**src/rtl/codec_regif_pkg.sv**
```systemverilog
package codec_regif_pkg;

  // Direct word numbers whose behaviour is special
  localparam int unsigned WORD_INDEX = 0;
  localparam int unsigned WORD_DATA  = 1;
  localparam int unsigned WORD_FIXED = 2;
  localparam int unsigned WORD_CTRL  = 4;

  // Indirect entries with special access
  localparam int unsigned ENT_WO      = 3;
  localparam int unsigned ENT_RO_ZERO = 11;
  localparam int unsigned ENT_MIX     = 12;
  localparam int unsigned ENT_RO_ID   = 25;

  localparam logic [7:0] CODEC_ID = 8'h8A;
  localparam logic [7:0] CHIP_ID  = 8'hA0;
  localparam logic [7:0] MIX_KEEP = 8'h40;

  // Bits of the control word that are retained
  localparam int unsigned CTRL_KEEP_W = 7;

  typedef enum logic [1:0] {
    ACC_PLAIN,
    ACC_RO,
    ACC_WO,
    ACC_MIX
  } acc_kind_e;

  function automatic acc_kind_e entry_kind(input int unsigned idx);
    if (idx == ENT_RO_ZERO || idx == ENT_RO_ID) return ACC_RO;
    if (idx == ENT_WO) return ACC_WO;
    if (idx == ENT_MIX) return ACC_MIX;
    return ACC_PLAIN;
  endfunction

  function automatic logic [7:0] entry_init(input int unsigned idx);
    if (idx == ENT_MIX) return CODEC_ID;
    if (idx == ENT_RO_ID) return CHIP_ID;
    return 8'h00;
  endfunction

  function automatic logic [7:0] mix_store(input logic [7:0] w);
    return (w & MIX_KEEP) | CODEC_ID;
  endfunction

endpackage

```
**src/rtl/codec_regif_decode.sv**
```systemverilog
module codec_regif_decode
  import codec_regif_pkg::*;
#(
  parameter int unsigned N_WORDS = 16,
  localparam int unsigned WORD_W = $clog2(N_WORDS)
) (
  input  logic              bus_we,
  input  logic [WORD_W-1:0] word,
  input  logic              ctrl_bit0,
  output logic [N_WORDS-1:0] word_we,
  output logic              ent_we,
  output logic              soft_rst
);

  for (genvar i = 0; i < N_WORDS; i++) begin : g_we
    assign word_we[i] = bus_we && (word == WORD_W'(i));
  end

  assign ent_we   = bus_we && (word == WORD_W'(WORD_DATA));
  assign soft_rst = bus_we && (word == WORD_W'(WORD_CTRL)) && ctrl_bit0;

endmodule

```
**src/rtl/codec_direct_bank.sv**
```systemverilog
module codec_direct_bank
  import codec_regif_pkg::*;
#(
  parameter int unsigned N_WORDS = 16,
  parameter int unsigned DATA_W  = 32
) (
  input  logic                            clk,
  input  logic                            rst_n,
  input  logic                            soft_rst,
  input  logic [N_WORDS-1:0]              word_we,
  input  logic [DATA_W-1:0]               wdata,
  output logic [N_WORDS-1:0][DATA_W-1:0]  words
);

  for (genvar i = 0; i < N_WORDS; i++) begin : g_word
    if (i == WORD_DATA || i == WORD_FIXED) begin : g_none
      // word 1 is the data port and word 2 is fixed; neither holds storage
      assign words[i] = '0;
    end else if (i == WORD_CTRL) begin : g_ctrl
      logic [CTRL_KEEP_W-1:0] q;
      always_ff @(posedge clk or negedge rst_n) begin
        if (!rst_n)          q <= '0;
        else if (word_we[i]) q <= wdata[CTRL_KEEP_W-1:0];
      end
      assign words[i] = DATA_W'(q);
    end else begin : g_plain
      logic [DATA_W-1:0] q;
      always_ff @(posedge clk or negedge rst_n) begin
        if (!rst_n)          q <= '0;
        else if (soft_rst)   q <= '0;
        else if (word_we[i]) q <= wdata;
      end
      assign words[i] = q;
    end
  end

endmodule

```
**src/rtl/codec_indirect_bank.sv**
```systemverilog
module codec_indirect_bank
  import codec_regif_pkg::*;
#(
  parameter int unsigned N_ENT = 32,
  parameter int unsigned IND_W = 8,
  localparam int unsigned IDX_W = $clog2(N_ENT)
) (
  input  logic                          clk,
  input  logic                          rst_n,
  input  logic                          soft_rst,
  input  logic                          ent_we,
  input  logic [IDX_W-1:0]              idx,
  input  logic [IND_W-1:0]              wbyte,
  output logic [IND_W-1:0]              rd_byte,
  output logic [N_ENT-1:0][IND_W-1:0]   entries
);

  for (genvar i = 0; i < N_ENT; i++) begin : g_ent
    localparam acc_kind_e KIND = entry_kind(i);
    localparam logic [IND_W-1:0] INIT = IND_W'(entry_init(i));
    logic [IND_W-1:0] q;
    logic hit;
    assign hit = ent_we && (idx == IDX_W'(i));

    if (KIND == ACC_RO) begin : g_ro
      always_ff @(posedge clk or negedge rst_n) begin
        if (!rst_n)        q <= INIT;
        else if (soft_rst) q <= INIT;
      end
    end else if (KIND == ACC_MIX) begin : g_mix
      always_ff @(posedge clk or negedge rst_n) begin
        if (!rst_n)        q <= INIT;
        else if (soft_rst) q <= INIT;
        else if (hit)      q <= IND_W'(mix_store(wbyte[7:0]));
      end
    end else begin : g_rw
      always_ff @(posedge clk or negedge rst_n) begin
        if (!rst_n)        q <= INIT;
        else if (soft_rst) q <= INIT;
        else if (hit)      q <= wbyte;
      end
    end
    assign entries[i] = q;
  end

  always_comb begin
    if (entry_kind(32'(idx)) == ACC_WO) rd_byte = '0;
    else                                rd_byte = entries[idx];
  end

endmodule

```
**src/rtl/codec_regif.sv**
```systemverilog
module codec_regif
  import codec_regif_pkg::*;
#(
  parameter int unsigned WIN_BYTES = 64,
  parameter int unsigned DATA_W    = 32,
  parameter int unsigned N_ENT     = 32,
  parameter int unsigned IND_W     = 8,
  localparam int unsigned ADDR_W   = $clog2(WIN_BYTES),
  localparam int unsigned N_WORDS  = WIN_BYTES / 4,
  localparam int unsigned WORD_W   = $clog2(N_WORDS),
  localparam int unsigned IDX_W    = $clog2(N_ENT)
) (
  input  logic              clk,
  input  logic              rst_n,
  input  logic [ADDR_W-1:0] bus_addr,
  input  logic              bus_we,
  input  logic [DATA_W-1:0] bus_wdata,
  output logic [DATA_W-1:0] bus_rdata,
  output logic              irq_o
);

  logic [WORD_W-1:0]               word;
  logic [N_WORDS-1:0]              word_we;
  logic                            ent_we;
  logic                            soft_rst;
  logic [N_WORDS-1:0][DATA_W-1:0]  words;
  logic [N_ENT-1:0][IND_W-1:0]     entries;
  logic [IDX_W-1:0]                cur_idx;
  logic [IND_W-1:0]                ent_rd;
  // named views for the checker
  logic [DATA_W-1:0]               ctrl_word;
  logic [IND_W-1:0]                ent_mix;
  logic [IND_W-1:0]                ent_id;

  assign word    = bus_addr[ADDR_W-1:2];
  assign cur_idx = words[WORD_INDEX][IDX_W-1:0];

  codec_regif_decode #(.N_WORDS(N_WORDS)) u_dec (
    .bus_we   (bus_we),
    .word     (word),
    .ctrl_bit0(bus_wdata[0]),
    .word_we  (word_we),
    .ent_we   (ent_we),
    .soft_rst (soft_rst)
  );

  codec_direct_bank #(.N_WORDS(N_WORDS), .DATA_W(DATA_W)) u_dir (
    .clk     (clk),
    .rst_n   (rst_n),
    .soft_rst(soft_rst),
    .word_we (word_we),
    .wdata   (bus_wdata),
    .words   (words)
  );

  codec_indirect_bank #(.N_ENT(N_ENT), .IND_W(IND_W)) u_ind (
    .clk     (clk),
    .rst_n   (rst_n),
    .soft_rst(soft_rst),
    .ent_we  (ent_we),
    .idx     (cur_idx),
    .wbyte   (bus_wdata[IND_W-1:0]),
    .rd_byte (ent_rd),
    .entries (entries)
  );

  assign ctrl_word = words[WORD_CTRL];
  assign ent_mix   = entries[ENT_MIX];
  assign ent_id    = entries[ENT_RO_ID];

  always_comb begin
    if (word == WORD_W'(WORD_DATA)) bus_rdata = DATA_W'(ent_rd);
    else                            bus_rdata = words[word];
  end

  assign irq_o = 1'b0;

endmodule

```
**config.mk**
```make
export PLATFORM = sky130hd
export DESIGN_NAME = codec_regif
export DESIGN_NICKNAME = d
export VERILOG_FILES = /design/src/rtl/codec_regif_pkg.sv /design/src/rtl/codec_regif_decode.sv /design/src/rtl/codec_direct_bank.sv /design/src/rtl/codec_indirect_bank.sv /design/src/rtl/codec_regif.sv
export SDC_FILE = /design/constraint.sdc
export NUM_CORES = 1
export LEC_CHECK = 0
export BUFFER_PORTS_ARGS = -buffer_cell sky130_fd_sc_hd__buf_2
export CORE_MARGIN = 2
export CORE_UTILIZATION = 57
export DETAILED_ROUTE_END_ITERATION = 6
export PLACE_DENSITY = 0.76
export SYNTH_ARGS = -nofsm -noshare
export SYNTH_HDL_FRONTEND = slang
export SYNTH_HIERARCHICAL = 1
export SYNTH_SLANG_ARGS = --single-unit
export TNS_END_PERCENT = 20
```
**constraint.sdc**
```tcl
create_clock -name clk -period 2 [get_ports clk]
set_input_delay 0.1 -clock clk [delete_from_list [all_inputs] [get_ports clk]]
set_output_delay 0.1 -clock clk [all_outputs]
set_load 0.02 [all_outputs]
```
# After elaboration in Yosys (flattened, before gate mapping)
# Cells that the tools add are included.
dict set report word_totals {
  memories 0
  mem_bits_rw 0
  output_inout_bits 33
  reg_bits 663
  word_cells 288
  rom_bits 0
  latch_bits 0
  in_bits 41
}
dict set report op_classes {
  div 0
  muxes 104
  n_eq_ne 46
  shifts 0
  add_sub_neg 0
  bitwise_logic 0
  n_lt_le_gt_ge 2
  reduce_logical 92
  multipliers 0
}
# op count
set ops {}
lappend ops {{32-bit 2-to-1 mux} 28}
lappend ops {{8-bit 2-to-1 mux} 62}
lappend ops {{32-bit binary-select mux with 4-bit select} 1}
lappend ops {{2-bit nonzero test} 43}
lappend ops {{5-bit == test, second input constant} 16}
lappend ops {{1-bit logical AND} 46}
lappend ops {{8-bit binary-select mux with 5-bit select} 1}
lappend ops {{5-bit by 4-bit == test with 1-bit output, second input constant} 8}
lappend ops {{4-bit == test, second input constant} 8}
lappend ops {{5-bit by 3-bit == test with 1-bit output, second input constant} 4}
lappend ops {{4-bit by 3-bit == test with 1-bit output, second input constant} 4}
lappend ops {{2-bit 2-to-1 mux} 6}
lappend ops {{5-bit by 2-bit == test with 1-bit output, second input constant} 2}
lappend ops {{5-bit by 6-bit < comparator with 1-bit output, second input constant} 1}
lappend ops {{1-bit 2-to-1 mux} 6}
lappend ops {{5-bit by 1-bit == test with 1-bit output, second input constant} 1}
lappend ops {{5-bit zero test} 1}
lappend ops {{4-bit by 5-bit < comparator with 1-bit output, second input constant} 1}
lappend ops {{4-bit by 1-bit == test with 1-bit output, second input constant} 1}
lappend ops {{4-bit by 2-bit == test with 1-bit output, second input constant} 1}
lappend ops {{4-bit zero test} 1}
lappend ops {{2-bit == test, second input constant} 1}
lappend ops {{1-bit logical OR} 1}

# Longest topological paths before layout
# Gate-level depths: netlist (run 1).
dict set report depth {
  ltp_word 12
  ltp_mapped 10
  mapped_depth_nobuf 6
}

# Modules after synthesis
# The synthesis (run 1) kept the hierarchy.
# module n_inst seq_area_each_um2 area_per_inst_um2 cells_per_inst
set by_module_without_submodules {}
lappend by_module_without_submodules {codec_direct_bank 1 10585.2 18198.7 1483}
lappend by_module_without_submodules {codec_indirect_bank 1 5830.6 12011.5 1223}
lappend by_module_without_submodules {codec_regif 1 0.0 4344.2 483}
lappend by_module_without_submodules {codec_regif_decode 1 0.0 140.1 25}

# Least setup slack after synthesis (run 1)
# No wires, ideal clock.
dict set report synth_timing {
  path_type {flip-flop to output port}
  from {reg u_dir.g_word[0].g_plain.q[2]}
  to {out bus_rdata[5]}
  n_path_buf 4
  path_slack_ns -0.319
  stages_incl_launch_ff 11
  t_required_ns 1.900
  arrival_ns 2.219
  cell_sequence {dfrtp_1 > buf_2 > buf_2 > buf_2 > clkbuf_1 > nand2_1 > a31oi_1 > o211ai_1 > nand4_1 > nor2_1 > o31ai_1}
}
dict set report synth_via {
  elab_chain_cells 10
  elab_cells_between_ends 21
  classes_between {eq/ne: 5; mux: 15; reduce/logical: 1}
}
# element line
set synth_rtl {}
lappend synth_rtl {{from (decl)} codec_direct_bank.sv:27} ;# logic [DATA_W-1:0] q;
lappend synth_rtl {{from (signal assigned)} codec_direct_bank.sv:31} ;# else if (word_we[i]) q <= wdata;
lappend synth_rtl {{5-bit by 4-bit == test with 1-bit output} codec_regif_pkg.sv:32} ;# if (idx == ENT_MIX) return ACC_MIX;
lappend synth_rtl {{1-bit 2-to-1 mux (2 in a row)} codec_regif_pkg.sv:32}
lappend synth_rtl {{1-bit 2-to-1 mux} codec_regif_pkg.sv:31} ;# if (idx == ENT_WO) return ACC_WO;
lappend synth_rtl {{2-bit 2-to-1 mux} codec_regif_pkg.sv:33} ;# return ACC_PLAIN;
lappend synth_rtl {{2-bit 2-to-1 mux} codec_regif_pkg.sv:32}
lappend synth_rtl {{2-bit 2-to-1 mux} codec_regif_pkg.sv:31}
lappend synth_rtl {{2-bit == test} codec_indirect_bank.sv:47} ;# if (entry_kind(32'(idx)) == ACC_WO) rd_byte = '0;
lappend synth_rtl {{8-bit 2-to-1 mux (*)} codec_indirect_bank.sv:47}
lappend synth_rtl {{net ent_rd[5]} codec_regif.sv:29} ;# logic [IND_W-1:0] ent_rd;
lappend synth_rtl {{32-bit 2-to-1 mux (*)} codec_regif.sv:72} ;# if (word == WORD_W'(WORD_DATA)) bus_rdata = DATA_W'(ent_rd);
lappend synth_rtl {{to (decl)} codec_regif.sv:18} ;# output logic [DATA_W-1:0] bus_rdata,
# Mark *: on every way through the listed nets, which the timed path passes. The rest lies on a longest branch. The select of a mux whose other input is x is not followed.

# Final worst setup path (run 1)
dict set report layout_timing {
  from {reg u_dir.g_word[0].g_plain.q[0]}
  to {out bus_rdata[1]}
}
# The elaborated chain is that of the path after synthesis.

==> metrics.log, run 1 <==
[metrics] post-DP HPWL: 59.8 mm
[metrics] Largest delay share family, worst path: multiplexers
[metrics] category of the worst setup path capture point: primary output
[metrics] routability congestion estimate: 0.909
[metrics] worst setup slack before clock tree synthesis: -0.368 ns
[metrics] DRC viols: 4
[metrics] total wire length after detailed routing: 96.5 mm
[metrics] highest-delay cell along the critical path: sky130_fd_sc_hd__mux4_2
[metrics] Switching Fraction: 0.298
[metrics] number of rows created at floorplan: 89
[metrics] crit-path max FO: 7
[metrics] remaining global-route overflow: 0
[metrics] WHS Endpoint: u_ind/g_ent[2].q[1]
[metrics] Die ar.: 61800 µm²
[metrics] violations in the final reports: DRC, setup timing
[metrics] area inside the core boundary: 59100 µm²
[metrics] start point of the critical path: u_dir/g_word[0].g_plain.q[0]
[metrics] cell chosen for the clock root: sky130_fd_sc_hd__clkbuf_16
[metrics] io pins: 74
[metrics] power share of the sequential group: 0.434
[metrics] wire length of the first global-routing pass: 150 mm
[metrics] IR Drop Worst-Case VDD: 0.707 mV
[metrics] Internal: 0.0268 W
[metrics] Final setup violation count: 40
[metrics] average routed wire per standard cell: 23.4 µm
[metrics] setup repair after global routing missed its margin: yes
[metrics] number of buffers between clock root and the deepest sink: 3
[metrics] synth warn: 6
[metrics] Antenna Cells: 0
[metrics] Detailed Route Iter0 Violations: 2670
[metrics] portion of the clock cycle consumed by the worst path in the final layout: 1.45
[metrics] antenna violations before repair: 0
[metrics] chip height: 249 µm
[metrics] CTS tree: built
[metrics] CTS clock-pin slew for the worst setup and hold paths: 0.07 ns
[metrics] Fmax achieved: 0.345 GHz
[metrics] critical path buffer and inverter count: 2
[metrics] count of H-tree levels built during CTS: 3
[metrics] largest net degree at the start of global routing: 98
[metrics] pwr dens: 959 nW/µm²
[metrics] Reg-to-Reg End: u_ind/g_ent[29].q[0]
[metrics] number of sinks handled by clock tree synthesis: 652
[metrics] post-route antenna net violation count: 0
[metrics] IO Port Bufs: 70
[metrics] fin nets: 3336
[metrics] worst clock skew on the final layout: 0.0351 ns
[metrics] effective utilization at floorplan: 0.577
[metrics] total global-route track usage: 0.308
[metrics] startpoint kind of the worst setup timing path: register
[metrics] drt via density: 6.25
[metrics] maxcap violations: 0
[metrics] max_slew headroom: 0.267
[metrics] layout-stage area growth over the synthesis result: 16.6%
[metrics] number of buffers inserted during clock tree synthesis: 69
[metrics] Skew-Pair Late Insertion Delay: 0.62 ns
[metrics] post-layout min period: 2.90 ns
[metrics] horizontal extent of the die: 249 µm
[metrics] hold path startpoint: bus_wdata[1]
[metrics] CP Data Arrival Time: 2.80 ns
[metrics] count of mapped cells out of synthesis: 3143
[metrics] depth of the most critical reg-to-reg path: 8
[metrics] worst min path class: input pin to register
[metrics] data required time at the worst endpoint: 1.90 ns
[metrics] worst r2r src: u_dir/g_word[0].g_plain.q[1]
[metrics] average cell area after synthesis: 10.9 µm²
[metrics] final hold vios: 0
[metrics] worst setup slack after layout: -0.901 ns
[metrics] fraction of power consumed by the clock network: 0.345
[metrics] Critical Path Max Stage Delay: 0.53 ns
[metrics] cell chain of the critical path: buf_12, mux4_2, mux2i_2, o22ai_2, a211o_1, nor2_2, o31ai_4, buf_6
[metrics] FF/Latch Area: 16300 µm²
[metrics] run status: complete, but fails checks
[metrics] cell area after synthesis: 34100 µm²
[metrics] via count of the first global-routing pass: 26292
[metrics] total via count after detailed routing: 25738
[metrics] final max-slew violation count: 0
[metrics] r2r setup slk: -0.03 ns
[metrics] transition time at the pin with the least slew margin: 1.10 ns
[metrics] leakage power: 18.0 nW
[metrics] switching power total: 0.0114 W
[metrics] Fin Setup TNS: -10.99 ns
[metrics] depth of the worst hold-timing path: 3
[metrics] fill cell instance count of the final layout: 4086
[metrics] drt first pass iters: 7
[metrics] Multi-input gate area: 16200 µm²
[metrics] Gate power share: 0.221
[metrics] ratio of cells with drive above 1 in the final layout: 0.219
[metrics] critical path type: register to primary output
[worst register-to-register path, delay by kind of cell (launching register included)]
family	cells	cell delay (ns)
flip-flops	1	0.57
AO/OA/AOI/OAI	1	0.18
AND/OR/NAND/NOR	3	0.48
buffers and inverters	4	0.74
[stage by stage]
step | util | std cells | power [W] | instance area [µm²] | hold slack, ns
4_1_cts | 0.664 | 4090 | 0.0376 | 39300 | 0.00181
3_3_place_gp | 0.610 | 3929 | 0.0234 | 36100 | 0.0164
6_report | 0.672 | 4119 | 0.0381 | 39800 | 0.0367
2_1_floorplan | - | 3199 | 0.0213 | 34400 | -0.196
5_1_grt | 0.672 | 4119 | 0.0396 | 39800 | 0.0452
3_5_place_dp | 0.610 | 3929 | 0.0239 | 36100 | 0.0291
[layout make-up]
cell class / count / area share
inverters: 8 / 0.000787
clock inverters: 28 / 0.00862
well taps: 773 / 0.0243
clock buffers: 94 / 0.0496
repair buffers: 389 / 0.0973
multi-input cells: 2175 / 0.409
flip-flops and latches: 652 / 0.411
[worst max-delay path by stage]
stage / cells past startpoint / endpoint / slack (ns)
floorplan: 10 / bus_rdata[5] / -0.07
global placement: 9 / bus_rdata[2] / -0.34
detailed placement: 9 / bus_rdata[2] / -0.37
CTS: 7 / bus_rdata[5] / -0.89
global route: 8 / bus_rdata[1] / -0.94
finish: 8 / bus_rdata[1] / -0.90
[per-layer routing]
layer | track usage | vias up | routed length [µm]
met5 | 0 | - | 0
met1 | 0.422 | 13100 | 39600
met3 | 0.0552 | 233 | 8070
met4 | 0.118 | 0 | 3170
li1 | - | 11138 | -
met2 | 0.493 | 1267 | 45700
[sequential cells by signal (all words and copies together), names as in the netlist]
| signal | cells |
|---|---|
| u_dir/g_word.g_plain.q | 416 |
| u_ind/g_ent.q | 229 |
| u_dir/g_word.g_ctrl.q | 7 |
[timing repair]
item,CTS,global route
gates cloned,1,0
hold endpoints to repair,877,0
setup buffers,11,30
resized for setup,141,112
hold buffers,29,0
endpoints found under the setup margin,76,154
pin swaps,27,9
[power groups by stage]
stage / Combinational [W] / Clock (W) / Sequential, W
after global placement: 0.00694 / 0 / 0.0165
after floorplan: 0.00508 / 0 / 0.0162
after CTS: 0.00790 / 0.0132 / 0.0165
after detailed placement: 0.00729 / 0 / 0.0166
after global routing: 0.00907 / 0.0138 / 0.0167
final: 0.00843 / 0.0131 / 0.0165
[cells in the final DEF, fill, tap and decap left out, types with 10 or more instances in the layout]
master                          count
sky130_fd_sc_hd__dfrtp_1          647
sky130_fd_sc_hd__mux2i_1          641
sky130_fd_sc_hd__nor2_1           540
sky130_fd_sc_hd__buf_4            217
sky130_fd_sc_hd__nand2_1          177
sky130_fd_sc_hd__a21oi_1          142
sky130_fd_sc_hd__o21ai_0           96
sky130_fd_sc_hd__nand3_1           82
sky130_fd_sc_hd__mux4_2            80
sky130_fd_sc_hd__clkbuf_16         69
sky130_fd_sc_hd__buf_12            61
sky130_fd_sc_hd__conb_1            58
sky130_fd_sc_hd__buf_6             42
sky130_fd_sc_hd__buf_2             35
sky130_fd_sc_hd__a22oi_1           33
sky130_fd_sc_hd__mux2_2            29
sky130_fd_sc_hd__dlygate4sd3_1     28
sky130_fd_sc_hd__a21o_1            23
sky130_fd_sc_hd__mux2_4            20
sky130_fd_sc_hd__nand2_2           18
sky130_fd_sc_hd__clkbuf_8          15
sky130_fd_sc_hd__o21ai_1           13
sky130_fd_sc_hd__nand2b_1          13
sky130_fd_sc_hd__clkinv_2          13
sky130_fd_sc_hd__o211ai_1          12
sky130_fd_sc_hd__o21ai_2           11
sky130_fd_sc_hd__o22a_1            11
sky130_fd_sc_hd__nand4_1           11
sky130_fd_sc_hd__clkbuf_1          10
sky130_fd_sc_hd__nor2_4            10
Power figures use the tool's default switching activity.
==> run 2, diff against run 1 <==
CORE_MARGIN = 8   (was 2)
PLACE_DENSITY = 0.86   (was 0.76)
==> metrics.log, run 2 (synthesis results as in run 1) <==
[metrics] run status: complete, but fails checks (unchanged)
[metrics] violations in the final reports: setup timing (was DRC, setup timing)
[metrics] max_slew headroom: 0.492 (was 0.267)
[metrics] final standard cell utilization of the core: 0.673 (was 0.672)
[metrics] largest net degree at the start of global routing: 97 (was 98)
[metrics] Skew-Pair Late Insertion Delay: 0.62 ns (about the same)
[metrics] fin nets: 3344 (was 3336)
[metrics] via count of the first global-routing pass: 27678 (was 26292)
[metrics] Gate power share: 0.228 (was 0.221)
[metrics] routed wl met3: 12.3 mm (was 8.07 mm)
[metrics] critical path type: register to primary output (unchanged)
[metrics] commonest non-fill, non-tap cell in the layout: sky130_fd_sc_hd__dfrtp_1 (unchanged)
[metrics] total wire length after detailed routing: 106 mm (was 96.5 mm)
[metrics] fraction of power consumed by the clock network: 0.336 (was 0.345)
[metrics] routability congestion estimate: 0.976 (was 0.909)
[metrics] number of buffers inserted during clock tree synthesis: 68 (was 69)
[metrics] worst setup slack before clock tree synthesis: -0.334 ns (was -0.368 ns)
[metrics] post-layout min period: 3.02 ns (was 2.90 ns)
[metrics] leading registers by flop count: u_dir/g_word.g_plain.q: 416 flops, u_ind/g_ent.q: 229 flops, u_dir/g_word.g_ctrl.q: 7 flops (unchanged)
[metrics] cell chosen for the clock root: sky130_fd_sc_hd__clkbuf_16 (unchanged)
[metrics] chip height: 261 µm (was 249 µm)
[metrics] DRC viols: 0 (was 4)
[metrics] io pins: 74 (unchanged)
[metrics] drt via density: 6.71 (was 6.25)
[metrics] post-DP HPWL: 58.2 mm (was 59.8 mm)
[metrics] number of sinks handled by clock tree synthesis: 652 (unchanged)
[metrics] category of the worst setup path capture point: primary output (unchanged)
[metrics] setup repair after global routing missed its margin: yes (unchanged)
[metrics] power share of the sequential group: 0.436 (was 0.434)
[metrics] commonest non-fill, non-tap cells in the layout: sky130_fd_sc_hd__dfrtp_1 (648), sky130_fd_sc_hd__mux2i_1 (643), sky130_fd_sc_hd__nor2_1 (543) (was sky130_fd_sc_hd__dfrtp_1 (647), sky130_fd_sc_hd__mux2i_1 (641), sky130_fd_sc_hd__nor2_1 (540))
[metrics] total via count after detailed routing: 27691 (was 25738)
[metrics] max FFs per register: 416 (unchanged)
[metrics] total global-route track usage: 0.292 (was 0.308)
[metrics] Die ar.: 67900 µm² (was 61800 µm²)
[metrics] antenna violations before repair: 2 (was 0)
[metrics] startpoint kind of the worst setup timing path: register (unchanged)
[metrics] CTS clock-pin slew for the worst setup and hold paths: 0.07 ns (about the same)
[metrics] average routed wire per standard cell: 25.7 µm (was 23.4 µm)
[metrics] wire length of the first global-routing pass: 157 mm (was 150 mm)
[metrics] pwr dens: 962 nW/µm² (was 959 nW/µm²)
[metrics] IR Drop Worst-Case VDD: 0.613 mV (was 0.707 mV)
[metrics] crit-path max FO: 5 (was 7)
[metrics] leakage power: 18.0 nW (about the same)
[metrics] effective utilization at floorplan: 0.577 (unchanged)
[metrics] ratio of cells with drive above 1 in the final layout: 0.205 (was 0.219)
[metrics] CTS tree: built (unchanged)
[metrics] horizontal extent of the die: 261 µm (was 249 µm)
[metrics] largest register by flop count: u_dir/g_word.g_plain.q (unchanged)
[metrics] Internal: 0.0266 W (was 0.0268 W)
[metrics] IO Port Bufs: 70 (unchanged)
[metrics] start point of the critical path: u_dir/g_word[0].g_plain.q[0] (unchanged)
[metrics] remaining global-route overflow: 0 (unchanged)
[metrics] data required time at the worst endpoint: 1.90 ns (about the same)
[metrics] worst clock skew on the final layout: 0.0184 ns (was 0.0351 ns)
[metrics] number of buffers between clock root and the deepest sink: 3 (unchanged)
[metrics] post-route antenna net violation count: 0 (unchanged)
[metrics] area inside the core boundary: 59100 µm² (unchanged)
[metrics] Antenna Cells: 0 (unchanged)
[metrics] hold path startpoint: bus_wdata[0] (was bus_wdata[1])
[metrics] transition time at the pin with the least slew margin: 0.762 ns (was 1.10 ns)
[metrics] Fin Setup TNS: -12.09 ns (was -10.99 ns)
[metrics] Detailed Route Iter0 Violations: 4500 (was 2670)
[metrics] number of rows created at floorplan: 89 (unchanged)
[metrics] WL met2: 49.0 mm (was 45.7 mm)
[metrics] Switching Fraction: 0.306 (was 0.298)
[metrics] drt first pass iters: 7 (unchanged)
[metrics] maxcap violations: 0 (unchanged)
[metrics] final max-slew violation count: 0 (unchanged)
[metrics] count of H-tree levels built during CTS: 3 (unchanged)
[metrics] portion of the clock cycle consumed by the worst path in the final layout: 1.51 (was 1.45)
[metrics] final hold vios: 0 (unchanged)
[metrics] Final setup violation count: 35 (was 40)
[metrics] layout-stage area growth over the synthesis result: 16.7% (was 16.6%)
[metrics] M1 wire length: 38.0 mm (was 39.6 mm)
[metrics] worst setup slack after layout: -1.02 ns (was -0.901 ns)
[metrics] switching power total: 0.0117 W (was 0.0114 W)
[metrics] worst min path class: input pin to register (unchanged)
[metrics] worst r2r src: u_dir/g_word[0].g_plain.q[3] (was u_dir/g_word[0].g_plain.q[1])
[metrics] CP Data Arrival Time: 2.92 ns (was 2.80 ns)
[metrics] Fmax achieved: 0.331 GHz (was 0.345 GHz)
[metrics] total design power: 0.0383 W (was 0.0381 W)
[metrics] top layer used by detailed routing: met5 (was met4)
run 2: power groups by stage:
stage | Sequential [W] | Clock [W] | Combinational (W)
finish | 0.0167 | 0.0129 | 0.00872
global route | 0.0168 | 0.0134 | 0.00919
global placement | 0.0165 | 0 | 0.00700
detailed placement | 0.0166 | 0 | 0.00735
floorplan | 0.0162 | 0 | 0.00508
CTS | 0.0165 | 0.0129 | 0.00781
run 2: worst paths after layout:
| check | to | slack, ns | cells after the start |
|---|---|---|---|
| setup / recovery | bus_rdata[1] | -1.02 | 8 |
| hold / removal | u_dir/g_word[3].g_plain.q[31] | 0.08 | 4 |
| setup reg to reg | u_ind/g_ent[20].q[0] | -0.02 | 7 |
| hold reg to reg | u_dir/g_word[6].g_plain.q[15] | 0.51 | 2 |
| max in group asynchronous | u_dir/g_word[10].g_plain.q[22] | 0.40 | 4 |
| min in group asynchronous | u_dir/g_word[15].g_plain.q[22] | 0.51 | 3 |
run 2: final cells by class:
type                            instances  area [µm²]
Clock buffer                           97        1940
Clock inverter                         21         274
Fill cell                            3596       19300
Inverter                                8        33.8
Multi-Input combinational cell       2175       16100
Sequential cell                       652       16300
Tap cell                              773         967
Timing Repair Buffer                  398        4110
run 2: timing repair:
| action | CTS | global route |
|---|---|---|
| cloned | 1 | 2 |
| pin swaps | 5 | 17 |
| setup buffers | 4 | 19 |
| setup endpoints to repair | 54 | 93 |
| resized for setup | 61 | 120 |
| hold buffers | 31 | 0 |
| endpoints found under the hold margin | 854 | 0 |
run 2: critical path: stages, from the launching register on:
cell                      delay (ns)
sky130_fd_sc_hd__dfrtp_4        0.52
sky130_fd_sc_hd__buf_12         0.17
sky130_fd_sc_hd__mux4_2         0.53
sky130_fd_sc_hd__mux2i_2        0.25
sky130_fd_sc_hd__o22ai_2        0.16
sky130_fd_sc_hd__a211o_1        0.28
sky130_fd_sc_hd__nor2_2         0.15
sky130_fd_sc_hd__o31ai_4        0.10
sky130_fd_sc_hd__buf_6          0.15
run 2: metal layers:
layer  up-vias  track usage
met5         -            0
met4         4        0.154
met3       583       0.0684
met2      2264        0.463
met1     13673        0.373
li1      11167            -
run 2: stage by stage:
step | instance area, µm² | hold WS (ns) | cells
CTS | 39200 | 0.0582 | 4104
floorplan | 34400 | -0.196 | 3199
detailed placement | 36500 | 0.0275 | 3951
finish | 39800 | 0.0831 | 4124
global placement | 36500 | 0.0258 | 3951
global route | 39800 | 0.0822 | 4124
